[src/rtl/sram_ctl_pkg.sv]
package sram_ctl_pkg;

    // Width modes; code 3 is an alias of full width.
    typedef enum logic [1:0] {
        WM_32  = 2'd0,
        WM_16  = 2'd1,
        WM_8   = 2'd2,
        WM_32B = 2'd3
    } width_mode_e;

    typedef enum logic [2:0] {
        SQ_IDLE  = 3'd0,
        SQ_TURN  = 3'd1,
        SQ_READ  = 3'd2,
        SQ_WRITE = 3'd3,
        SQ_REC   = 3'd4
    } seq_state_e;

endpackage

[src/rtl/sram_lane_map.sv]
module sram_lane_map
    import sram_ctl_pkg::*;
#(
    parameter int ADDR_W = 19,
    parameter int LANES  = 4,
    parameter int LANE_W = 8,
    localparam int SEL_W  = $clog2(LANES),
    localparam int HA_W   = ADDR_W + SEL_W,
    localparam int DATA_W = LANES * LANE_W
) (
    input  width_mode_e        mode_i,
    input  logic [HA_W-1:0]    host_addr_i,
    input  logic [DATA_W-1:0]  wdata_i,
    output logic [ADDR_W-1:0]  mem_addr_o,
    output logic [LANES-1:0]   lane_sel_o,
    output logic [DATA_W-1:0]  lane_wdata_o
);

    localparam int HALF = LANES / 2;

    // Memory word address: host address shifted by the lane-select bits in use
    always_comb begin
        case (mode_i)
            WM_16:   mem_addr_o = host_addr_i[ADDR_W:1];
            WM_8:    mem_addr_o = host_addr_i[HA_W-1:SEL_W];
            default: mem_addr_o = host_addr_i[ADDR_W-1:0];
        endcase
    end

    for (genvar l = 0; l < LANES; l++) begin : g_lane
        localparam logic UPPER = (l >= HALF);
        logic                sel_l;
        logic [LANE_W-1:0]   dat_l;

        always_comb begin
            case (mode_i)
                WM_16: begin
                    sel_l = (UPPER == host_addr_i[0]);
                    dat_l = wdata_i[(l % HALF)*LANE_W +: LANE_W];
                end
                WM_8: begin
                    sel_l = (host_addr_i[SEL_W-1:0] == SEL_W'(l));
                    dat_l = wdata_i[LANE_W-1:0];
                end
                default: begin
                    sel_l = 1'b1;
                    dat_l = wdata_i[l*LANE_W +: LANE_W];
                end
            endcase
        end

        assign lane_sel_o[l]                    = sel_l;
        assign lane_wdata_o[l*LANE_W +: LANE_W] = dat_l;
    end

endmodule

[src/rtl/sram_rd_align.sv]
module sram_rd_align
    import sram_ctl_pkg::*;
#(
    parameter int LANES  = 4,
    parameter int LANE_W = 8,
    localparam int SEL_W  = $clog2(LANES),
    localparam int DATA_W = LANES * LANE_W
) (
    input  width_mode_e        mode_i,
    input  logic [SEL_W-1:0]   sel_i,
    input  logic [DATA_W-1:0]  dq_i,
    output logic [DATA_W-1:0]  data_o
);

    localparam int HALF_W = DATA_W / 2;

    // Right-justify the active lane group, zero above it
    always_comb begin
        data_o = '0;
        case (mode_i)
            WM_16: data_o[HALF_W-1:0] = sel_i[0] ? dq_i[DATA_W-1:HALF_W]
                                                 : dq_i[HALF_W-1:0];
            WM_8:  data_o[LANE_W-1:0] = dq_i[int'(sel_i)*LANE_W +: LANE_W];
            default: data_o = dq_i;
        endcase
    end

endmodule

[src/rtl/sram_seq.sv]
module sram_seq
    import sram_ctl_pkg::*;
#(
    parameter int ADDR_W   = 19,
    parameter int LANES    = 4,
    parameter int LANE_W   = 8,
    parameter int RD_CYC   = 2,
    parameter int WR_CYC   = 2,
    parameter int TURN_CYC = 1,
    localparam int SEL_W  = $clog2(LANES),
    localparam int DATA_W = LANES * LANE_W
) (
    input  logic               clk_i,
    input  logic               rst_ni,
    input  logic               req_i,
    input  logic               write_i,
    input  width_mode_e        mode_i,
    input  logic [SEL_W-1:0]   sel_i,
    input  logic [ADDR_W-1:0]  maddr_i,
    input  logic [LANES-1:0]   lane_sel_i,
    input  logic [DATA_W-1:0]  lane_wdata_i,
    input  logic [DATA_W-1:0]  rd_aligned_i,
    output width_mode_e        cur_mode_o,
    output logic [SEL_W-1:0]   cur_sel_o,
    output logic [ADDR_W-1:0]  mem_addr_o,
    output logic [LANES-1:0]   mem_cs_n_o,
    output logic [LANES-1:0]   mem_we_n_o,
    output logic               mem_oe_n_o,
    output logic [DATA_W-1:0]  mem_dq_o,
    output logic               mem_dq_oe_o,
    output logic               done_o,
    output logic [DATA_W-1:0]  rdata_o
);

    localparam int MAX_RW = (RD_CYC > WR_CYC) ? RD_CYC : WR_CYC;
    localparam int MAX_C  = (MAX_RW > TURN_CYC) ? MAX_RW : TURN_CYC;
    localparam int CNT_W  = $clog2(MAX_C + 1);

    typedef struct packed {
        seq_state_e          state;
        logic [CNT_W-1:0]    cnt;
        logic                rd_recent;
        width_mode_e         mode;
        logic [SEL_W-1:0]    sel;
        logic [ADDR_W-1:0]   addr;
        logic [LANES-1:0]    lanes;
        logic [DATA_W-1:0]   wdat;
        logic [LANES-1:0]    cs_n;
        logic [LANES-1:0]    we_n;
        logic                oe_n;
        logic                dq_oe;
        logic                done;
        logic [DATA_W-1:0]   rdata;
    } seq_regs_t;

    localparam seq_regs_t RST_VAL = '{
        state:     SQ_IDLE,
        cnt:       '0,
        rd_recent: 1'b0,
        mode:      WM_32,
        sel:       '0,
        addr:      '0,
        lanes:     '0,
        wdat:      '0,
        cs_n:      '1,
        we_n:      '1,
        oe_n:      1'b1,
        dq_oe:     1'b0,
        done:      1'b0,
        rdata:     '0
    };

    seq_regs_t          seq_d, seq_q;
    logic               wr_go;
    logic [LANES-1:0]   wr_mask;

    always_comb begin
        seq_d      = seq_q;
        seq_d.done = 1'b0;
        wr_go      = 1'b0;
        wr_mask    = seq_q.lanes;

        case (seq_q.state)
            SQ_IDLE: begin
                // Requests are only looked at here
                if (req_i) begin
                    seq_d.mode  = mode_i;
                    seq_d.sel   = sel_i;
                    seq_d.addr  = maddr_i;
                    seq_d.lanes = lane_sel_i;
                    seq_d.wdat  = lane_wdata_i;
                    if (!write_i) begin
                        seq_d.state     = SQ_READ;
                        seq_d.cnt       = CNT_W'(RD_CYC - 1);
                        seq_d.cs_n      = ~lane_sel_i;
                        seq_d.oe_n      = 1'b0;
                        seq_d.rd_recent = 1'b1;
                    end else if (seq_q.rd_recent) begin
                        // Bus turnaround after a read
                        seq_d.state     = SQ_TURN;
                        seq_d.cnt       = CNT_W'(TURN_CYC - 1);
                        seq_d.rd_recent = 1'b0;
                    end else begin
                        wr_go   = 1'b1;
                        wr_mask = lane_sel_i;
                    end
                end
            end
            SQ_TURN: begin
                if (seq_q.cnt == '0) begin
                    wr_go = 1'b1;
                end else begin
                    seq_d.cnt = seq_q.cnt - 1'b1;
                end
            end
            SQ_READ: begin
                if (seq_q.cnt == '0) begin
                    // Sample on the last edge of the window
                    seq_d.rdata = rd_aligned_i;
                    seq_d.cs_n  = '1;
                    seq_d.oe_n  = 1'b1;
                    seq_d.state = SQ_IDLE;
                    seq_d.done  = 1'b1;
                end else begin
                    seq_d.cnt = seq_q.cnt - 1'b1;
                end
            end
            SQ_WRITE: begin
                if (seq_q.cnt == '0) begin
                    seq_d.cs_n  = '1;
                    seq_d.we_n  = '1;
                    seq_d.state = SQ_REC;
                end else begin
                    seq_d.cnt = seq_q.cnt - 1'b1;
                end
            end
            SQ_REC: begin
                // Drivers held one cycle past the strobe
                seq_d.dq_oe = 1'b0;
                seq_d.done  = 1'b1;
                seq_d.state = SQ_IDLE;
            end
            default: begin
                seq_d = RST_VAL;
            end
        endcase

        if (wr_go) begin
            seq_d.state = SQ_WRITE;
            seq_d.cnt   = CNT_W'(WR_CYC - 1);
            seq_d.cs_n  = ~wr_mask;
            seq_d.we_n  = ~wr_mask;
            seq_d.dq_oe = 1'b1;
        end
    end

    always_ff @(posedge clk_i or negedge rst_ni) begin
        if (!rst_ni) begin
            seq_q <= RST_VAL;
        end else begin
            seq_q <= seq_d;
        end
    end

    assign cur_mode_o  = seq_q.mode;
    assign cur_sel_o   = seq_q.sel;
    assign mem_addr_o  = seq_q.addr;
    assign mem_cs_n_o  = seq_q.cs_n;
    assign mem_we_n_o  = seq_q.we_n;
    assign mem_oe_n_o  = seq_q.oe_n;
    assign mem_dq_o    = seq_q.wdat;
    assign mem_dq_oe_o = seq_q.dq_oe;
    assign done_o      = seq_q.done;
    assign rdata_o     = seq_q.rdata;

endmodule

[src/rtl/sram_mod_ctrl.sv]
module sram_mod_ctrl
    import sram_ctl_pkg::*;
#(
    parameter int ADDR_W   = 19,
    parameter int LANES    = 4,
    parameter int LANE_W   = 8,
    parameter int RD_CYC   = 2,
    parameter int WR_CYC   = 2,
    parameter int TURN_CYC = 1,
    localparam int SEL_W  = $clog2(LANES),
    localparam int HA_W   = ADDR_W + SEL_W,
    localparam int DATA_W = LANES * LANE_W
) (
    input  logic               clk_i,
    input  logic               rst_ni,
    input  logic               req_i,
    input  logic               write_i,
    input  logic [1:0]         mode_i,
    input  logic [HA_W-1:0]    addr_i,
    input  logic [DATA_W-1:0]  wdata_i,
    output logic [DATA_W-1:0]  rdata_o,
    output logic               done_o,
    output logic [ADDR_W-1:0]  mem_addr_o,
    output logic [LANES-1:0]   mem_cs_n_o,
    output logic [LANES-1:0]   mem_we_n_o,
    output logic               mem_oe_n_o,
    output logic [DATA_W-1:0]  mem_dq_o,
    output logic               mem_dq_oe_o,
    input  logic [DATA_W-1:0]  mem_dq_i
);

    width_mode_e         mode_in;
    logic [ADDR_W-1:0]   map_addr;
    logic [LANES-1:0]    map_sel;
    logic [DATA_W-1:0]   map_wdata;
    width_mode_e         cur_mode;
    logic [SEL_W-1:0]    cur_sel;
    logic [DATA_W-1:0]   rd_aligned;

    assign mode_in = width_mode_e'(mode_i);

    sram_lane_map #(
        .ADDR_W (ADDR_W),
        .LANES  (LANES),
        .LANE_W (LANE_W)
    ) u_map (
        .mode_i       (mode_in),
        .host_addr_i  (addr_i),
        .wdata_i      (wdata_i),
        .mem_addr_o   (map_addr),
        .lane_sel_o   (map_sel),
        .lane_wdata_o (map_wdata)
    );

    sram_rd_align #(
        .LANES  (LANES),
        .LANE_W (LANE_W)
    ) u_align (
        .mode_i (cur_mode),
        .sel_i  (cur_sel),
        .dq_i   (mem_dq_i),
        .data_o (rd_aligned)
    );

    sram_seq #(
        .ADDR_W   (ADDR_W),
        .LANES    (LANES),
        .LANE_W   (LANE_W),
        .RD_CYC   (RD_CYC),
        .WR_CYC   (WR_CYC),
        .TURN_CYC (TURN_CYC)
    ) u_seq (
        .clk_i        (clk_i),
        .rst_ni       (rst_ni),
        .req_i        (req_i),
        .write_i      (write_i),
        .mode_i       (mode_in),
        .sel_i        (addr_i[SEL_W-1:0]),
        .maddr_i      (map_addr),
        .lane_sel_i   (map_sel),
        .lane_wdata_i (map_wdata),
        .rd_aligned_i (rd_aligned),
        .cur_mode_o   (cur_mode),
        .cur_sel_o    (cur_sel),
        .mem_addr_o   (mem_addr_o),
        .mem_cs_n_o   (mem_cs_n_o),
        .mem_we_n_o   (mem_we_n_o),
        .mem_oe_n_o   (mem_oe_n_o),
        .mem_dq_o     (mem_dq_o),
        .mem_dq_oe_o  (mem_dq_oe_o),
        .done_o       (done_o),
        .rdata_o      (rdata_o)
    );

endmodule

[config.mk]
export PLATFORM = sky130hd
export DESIGN_NAME = sram_mod_ctrl
export DESIGN_NICKNAME = d
export VERILOG_FILES = /design/src/rtl/sram_ctl_pkg.sv /design/src/rtl/sram_lane_map.sv /design/src/rtl/sram_rd_align.sv /design/src/rtl/sram_seq.sv /design/src/rtl/sram_mod_ctrl.sv
export SDC_FILE = /design/constraint.sdc
export NUM_CORES = 1
export LEC_CHECK = 0
export ABC_AREA = 1
export CORE_MARGIN = 2
export CORE_UTILIZATION = 64
export CTS_CLUSTER_SIZE = 25
export DETAILED_ROUTE_END_ITERATION = 6
export DONT_BUFFER_PORTS = 1
export PLACE_DENSITY_LB_ADDON = 0.12
export SYNTH_ARGS = -nofsm -noshare
export SYNTH_HDL_FRONTEND = slang
export SYNTH_SLANG_ARGS = --single-unit
[constraint.sdc]
create_clock -name clk_i -period 1.8 [get_ports clk_i]
set_input_delay 0.18 -clock clk_i [delete_from_list [all_inputs] [get_ports clk_i]]
set_output_delay 0.18 -clock clk_i [all_outputs]
set_load 0.01 [all_outputs]
; ---- Word level (Yosys, flattened, before mapping)
; Index checks and enable logic that the tools add are counted.
[word_totals]
out_inout_bits = 94
reg_bits = 108
wordCells = 112
input_bits = 91
[classes]
shifts = 1
n_addsub = 1
reduce_logical = 19
muxes = 46
eq_ne = 25
n_bitwise = 6
[ops]
columns = cell, count
row1 = $pmux 60 s2, 1
row2 = $mux 69, 1
row3 = $pmux 32 s2, 1
row4 = $pmux 8 s2, 3
row5 = $pmux 19 s2, 1
row6 = $mux 33, 1
row7 = $mux 16, 2
row8 = $mux 8, 4
row9 = $shiftx 32x6->8, 1
row10 = $mux 4, 6
row11 = $pmux 4 s4, 1
row12 = $reduce_or 4->1, 4
row13 = $mux 6, 2
row14 = $ne 2x1->1 const B, 6
row15 = $pmux 1 s2, 6
row16 = $pmux 3 s4, 1
row17 = $reduce_and 5->1, 2
row18 = $mux 1, 9
row19 = $ne 3x2->1 const B, 3
row20 = $eq 2x2->1 const B, 4
row21 = $not 4->4, 2
row22 = $pmux 4 s2, 1
row23 = $reduce_and 4->1, 2
row24 = $eq 2x1->1 const B, 3
row25 = other kinds (18), 31

; ---- Longest topological paths before layout
[depth]
ltp_word = 8
ltp_mapped = 12
depth_no_buf = 11

; ---- Hierarchy
; Synthesis repeated with hierarchy kept, for this count alone.
[hier_totals]
hier_cells = 1030
area_unflattened_um2 = 7464.7
[modules_own_cells]
columns = module, cells_each, area_per_inst_um2, seq_area_each_um2, instances
row1 = sram_seq, 637, 5340.1, 2713.9, 1
row2 = sram_lane_map, 205, 1311.3, 0.0, 1
row3 = sram_rd_align, 188, 813.3, 0.0, 1

; ---- Least setup slack after synthesis
; Ideal clock, no wire load.
[synth_path]
path_kind = register -> register
from = reg u_seq.seq_q, in the netlist u_seq.cur_mode_o[0]
to = reg u_seq.seq_q, in the netlist u_seq.rdata_o[6]
synth_period_minus_slack_ps = 1641
path_stages_with_launch = 10
setup_ps = 66
setup_slack_ps = 159
n_path_buf = 2
t_arrival_ps = 1576
required_time_ps = 1734
path_cell_list = dfrtp_1 -> inv_1 -> ha_1 -> clkbuf_1 -> nor2_1 -> buf_2 -> a22oi_1 -> nand2_1 -> nand2_1 -> nand2_1
[synth_via]
elab_chain_cells = 4
word_cells_on_any_way = 5
cone_classes = 2 x eq/ne / 3 x mux
[synth_lines]
columns = element, line
row1 = start: declaration, sram_seq.sv:73  ; seq_regs_t seq_d, seq_q;
row2 = start signal: assignment, sram_seq.sv:161  ; seq_q <= seq_d;
row3 = $eq 2x2->1 or $eq 2x1->1 (tied branches), sram_rd_align.sv:20  ; case (mode_i)
row4 = $pmux 8 s2 *, sram_rd_align.sv:20
row5 = $mux 33 *, sram_seq.sv:117  ; if (seq_q.cnt == '0) begin
row6 = $pmux 32 s2 *, sram_seq.sv:83  ; case (seq_q.state)
; Every way passes the cells marked *; elsewhere a longest branch is shown, timed or not. The select of a mux whose other input is x is not followed.
; A chain may end at the register's enable or synchronous reset.

; ---- Worst setup path in the final report
[layout_path]
from = in mode_i[0]
to = reg u_seq.seq_q, in the netlist u_seq.mem_dq_o[27]
[layout_via]
elab_chain_cells = 4
word_cells_on_any_way = 5
cone_classes = 2 x eq/ne / 3 x mux
[layout_lines]
columns = element, line
row1 = start: declaration, sram_mod_ctrl.sv:18  ; input logic [1:0] mode_i,
row2 = $eq 2x2->1 or $eq 2x1->1 (tied branches), sram_lane_map.sv:36  ; case (mode_i)
row3 = $pmux 8 s2 *, sram_lane_map.sv:36
row4 = $mux 69 *, sram_seq.sv:86  ; if (req_i) begin
row5 = $pmux 60 s2 *, sram_seq.sv:83
; Marks and branches as above.

==> reports/qor.yml <==
power_and_ir_drop:
  leakage_uw: 0.00314
  power_density_mw_per_mm2: 1710
  irDropWorstVdd_uv: 790
  p_clk_frac: 0.136
  switching_share: 0.460
  power.total_uw: 11000
  p_int_uw: 5930
  p_seq_frac: 0.424
  power_switching_uw: 5060
  pwr-share-comb: 0.440
cts:
  root_buffer: "clkbuf_8"
  cts_hold_buf: 22
  cts_max_level: 3
  cts_buffers: 9
  cts_tree: "done"
  cts_buffer_depth: 2
  cts_sinks: 108
  clk_latency_ns: 0.37
  clk_pin_slew_ns: 0.10
finish:
  drive_gt1_frac: 0.0878
  syn2layout_area_growth_pct: -0.963
  layout.nets: 877
  fill_cells: 893
  design_area_mm2: 0.00643
  fin_cells: 919
  diodes: 0
setup_path:
  rr_worst_depth: 7
  r2r_setup_slack_ns: 0.15
  arrival_ns: 1.96
  crit_path_max_fanout: 66
  reg2reg_from: "u_seq.seq_q[106]"
  end_kind: "flop"
  crit_path_top_delay_cell: "dlygate4sd3_1"
  cp.required_ns: 2.07
  critPathMaxStageDelay_ns: 0.55
  path_cells: "dlygate4sd3_1 -> inv_1 -> ha_2 -> clkinvlp_4 -> buf_12 -> nand2_1 -> a21oi_1 -> o31ai_2"
  r2r_end: "u_seq.mem_addr_o[8]"
  worst-setup-path-type: "input pin to flop"
  cp-start-kind: "input pin"
synth:
  synth_seq_cells: 108
  syn_nets: 959
  syn_avg_cell_area_um2: 7.53
  netlist-cell-type-count: 29
  synthCells: 863
  synthesis.area_mm2: 0.00650
  synth-warning-count: 0
  synth-seq-area-share: 0.418
  synth-edff-count: 0
  synthArstFlopShare: 1.00
  ys.flop_type: "dfrtp_1"
global_route:
  grt_pass1_vias: 5187
  grt_max_degree: 109
  grt-ovfl-total: 0
  grt.total_usage: 0.289
  grt_pass1_wl_um: 25800
  antenna_found_initial: 0
routing:
  drt_first_pass_iters: 5
  wl_per_cell_um: 17.3
  drtAntennaViolNets: 0
  drt_iter0_markers: 431
  vias: 5481
  drc_errors: 0
  drt_wl_total_um: 15900
  viasPerCell: 5.96
sta:
  tightest_slew_ns: 0.581
  period_minus_slack_ns: 1.68
  clock_skew_ns: 0.0106
  setup_violations: 0
  finalHoldViolations: 108
  clock.fmax_mhz: 594
  setup_tns_ns: 0
  fin_crit_sh: 0.935
  finalMaxSlewViolations: 0
  whs_ns: -0.504
  slew_headroom: 0.612
floorplan:
  die_area_mm2: 0.0110
  coreArea_mm2: 0.00982
  start_util: 0.662
  dieHeight_um: 105
  num_io_pins: 185
  rows: 36
  fp.dieW_um: 105
placed_design:
  hpwlAfterDp_um: 10700
  dp.cells: 880
  dpl_cell_area_mm2: 0.00596
  io_buffers: 0
  place_congestion: 0.950
job:
  cap_violations: 0
hold_path:
  hold_class: "input pin to async pin"
outcome:
  outcome: "finished, violations left"
  violations: "hold timing"
-- synth_stat cells (5+ instances only) --
master,instances,area [um^2]
ha_1,5,62.6
a22oi_1,16,120
nor2_1,16,60.1
o21ai_0,79,395
dfrtp_1,99,2480
a21oi_1,18,90.1
inv_2,5,18.8
clkbuf_1,24,90.1
dfstp_2,9,236
nand3_1,56,280
o211ai_1,34,255
buf_2,14,70.1
buf_4,93,698
nand2_1,305,1140
o21ai_1,11,55.1
inv_1,45,169
o31ai_2,5,62.6
-- worst max-delay path by stage --
stage / startpoint / to / slack, ns / depth (start not counted)
detailed placement: u_seq.seq_q[107] / u_seq.mem_we_n_o[3] / 0.08 / 9
finish: mode_i[0] / u_seq.mem_dq_o[27] / 0.12 / 8
global placement: u_seq.seq_q[107] / u_seq.mem_we_n_o[2] / 0.14 / 9
CTS: mode_i[0] / u_seq.mem_dq_o[25] / 0.05 / 8
floorplan: u_seq.cur_mode_o[0] / u_seq.rdata_o[6] / 0.16 / 9
global route: u_seq.seq_q[103] / u_seq.mem_cs_n_o[3] / -0.01 / 9
-- per-stage QoR --
stage,worst slack (ns),utilization
after floorplan,0.159,-
after global placement,0.144,0.607
after detailed placement,0.0753,0.607
after CTS,0.0453,0.649
after global routing,-0.0141,0.655
final,0.117,0.655
-- registers in the layout (all words and copies together) (netlist names) --
name	cells
u_seq.cur_mode_o	2
u_seq.done_o	1
u_seq.mem_dq_oe_o	1
u_seq.cur_sel_o	2
u_seq.seq_q	10
u_seq.mem_dq_o	32
u_seq.mem_we_n_o	4
u_seq.mem_addr_o	19
u_seq.rdata_o	32
u_seq.mem_cs_n_o	4
u_seq.mem_oe_n_o	1
-- cell families (layout without fill, tap and decap cells) --
group                      after synthesis  after routing  share of synthesized area
and+or+nand+nor                        388            388                      0.243
adders and majority gates                5              5                    0.00963
AOI/OAI and AO/OA                      172            172                      0.160
DFF                                    108            108                      0.418
buffers and inverters                  190            113                      0.170
-- power by group through the flow --
stage	clock network, uW	registers [uW]	logic [uW]
global route	1610	4760	5490
floorplan	0	3910	5230
finish	1500	4660	4830
global placement	0	4680	4440
CTS	1530	4660	4650
detailed placement	0	4690	4620
-- worst max-delay path: cells and delay by family --
kind	cells	cell delay [ns]
buffers and inverters	4	0.97
adder cells (fa/ha/maj)	1	0.38
AO/OA/AOI/OAI	2	0.29
AND/OR/NAND/NOR	1	0.10
-- layout by cell type, fill, tap and decap left out, drive strengths merged --
master / n
buf: 21
or2: 1
dfstp: 9
dfrtp: 99
ha: 5
o2111ai: 1
nand4: 3
a22oi: 16
clkinv: 2
nand2: 311
a21oi: 18
clkbuf: 17
inv: 50
nor2: 17
o22ai: 4
clkinvlp: 1
dlygate4sd3: 22
o31ai: 8
o211ai: 34
a31oi: 1
nand3: 56
o21ai: 90
-- metal layers --
layer,vias to the layer above,part of all wire,GRT usage
li1,2564,-,-
met1,2582,0.41,0.384
met2,296,0.47,0.455
met3,39,0.091,0.0630
met4,0,0.030,0.127
met5,-,0,0
-- layout make-up --
cell class,count,area (um^2),area share
timing repair buffer,44,448,0.0696
tap,133,166,0.0259
inverter,53,203,0.0315
multi-input combinational,565,2700,0.420
sequential,108,2720,0.422
clock buffer,16,200,0.0311
-- timing repair --
item                       4_1_cts  5_1_grt
setup endpoints to repair        0       32
resized for setup                0        8
hold endpoints to repair       130      108
setup buffers                    0        0
Power figures use the tool's default switching activity.
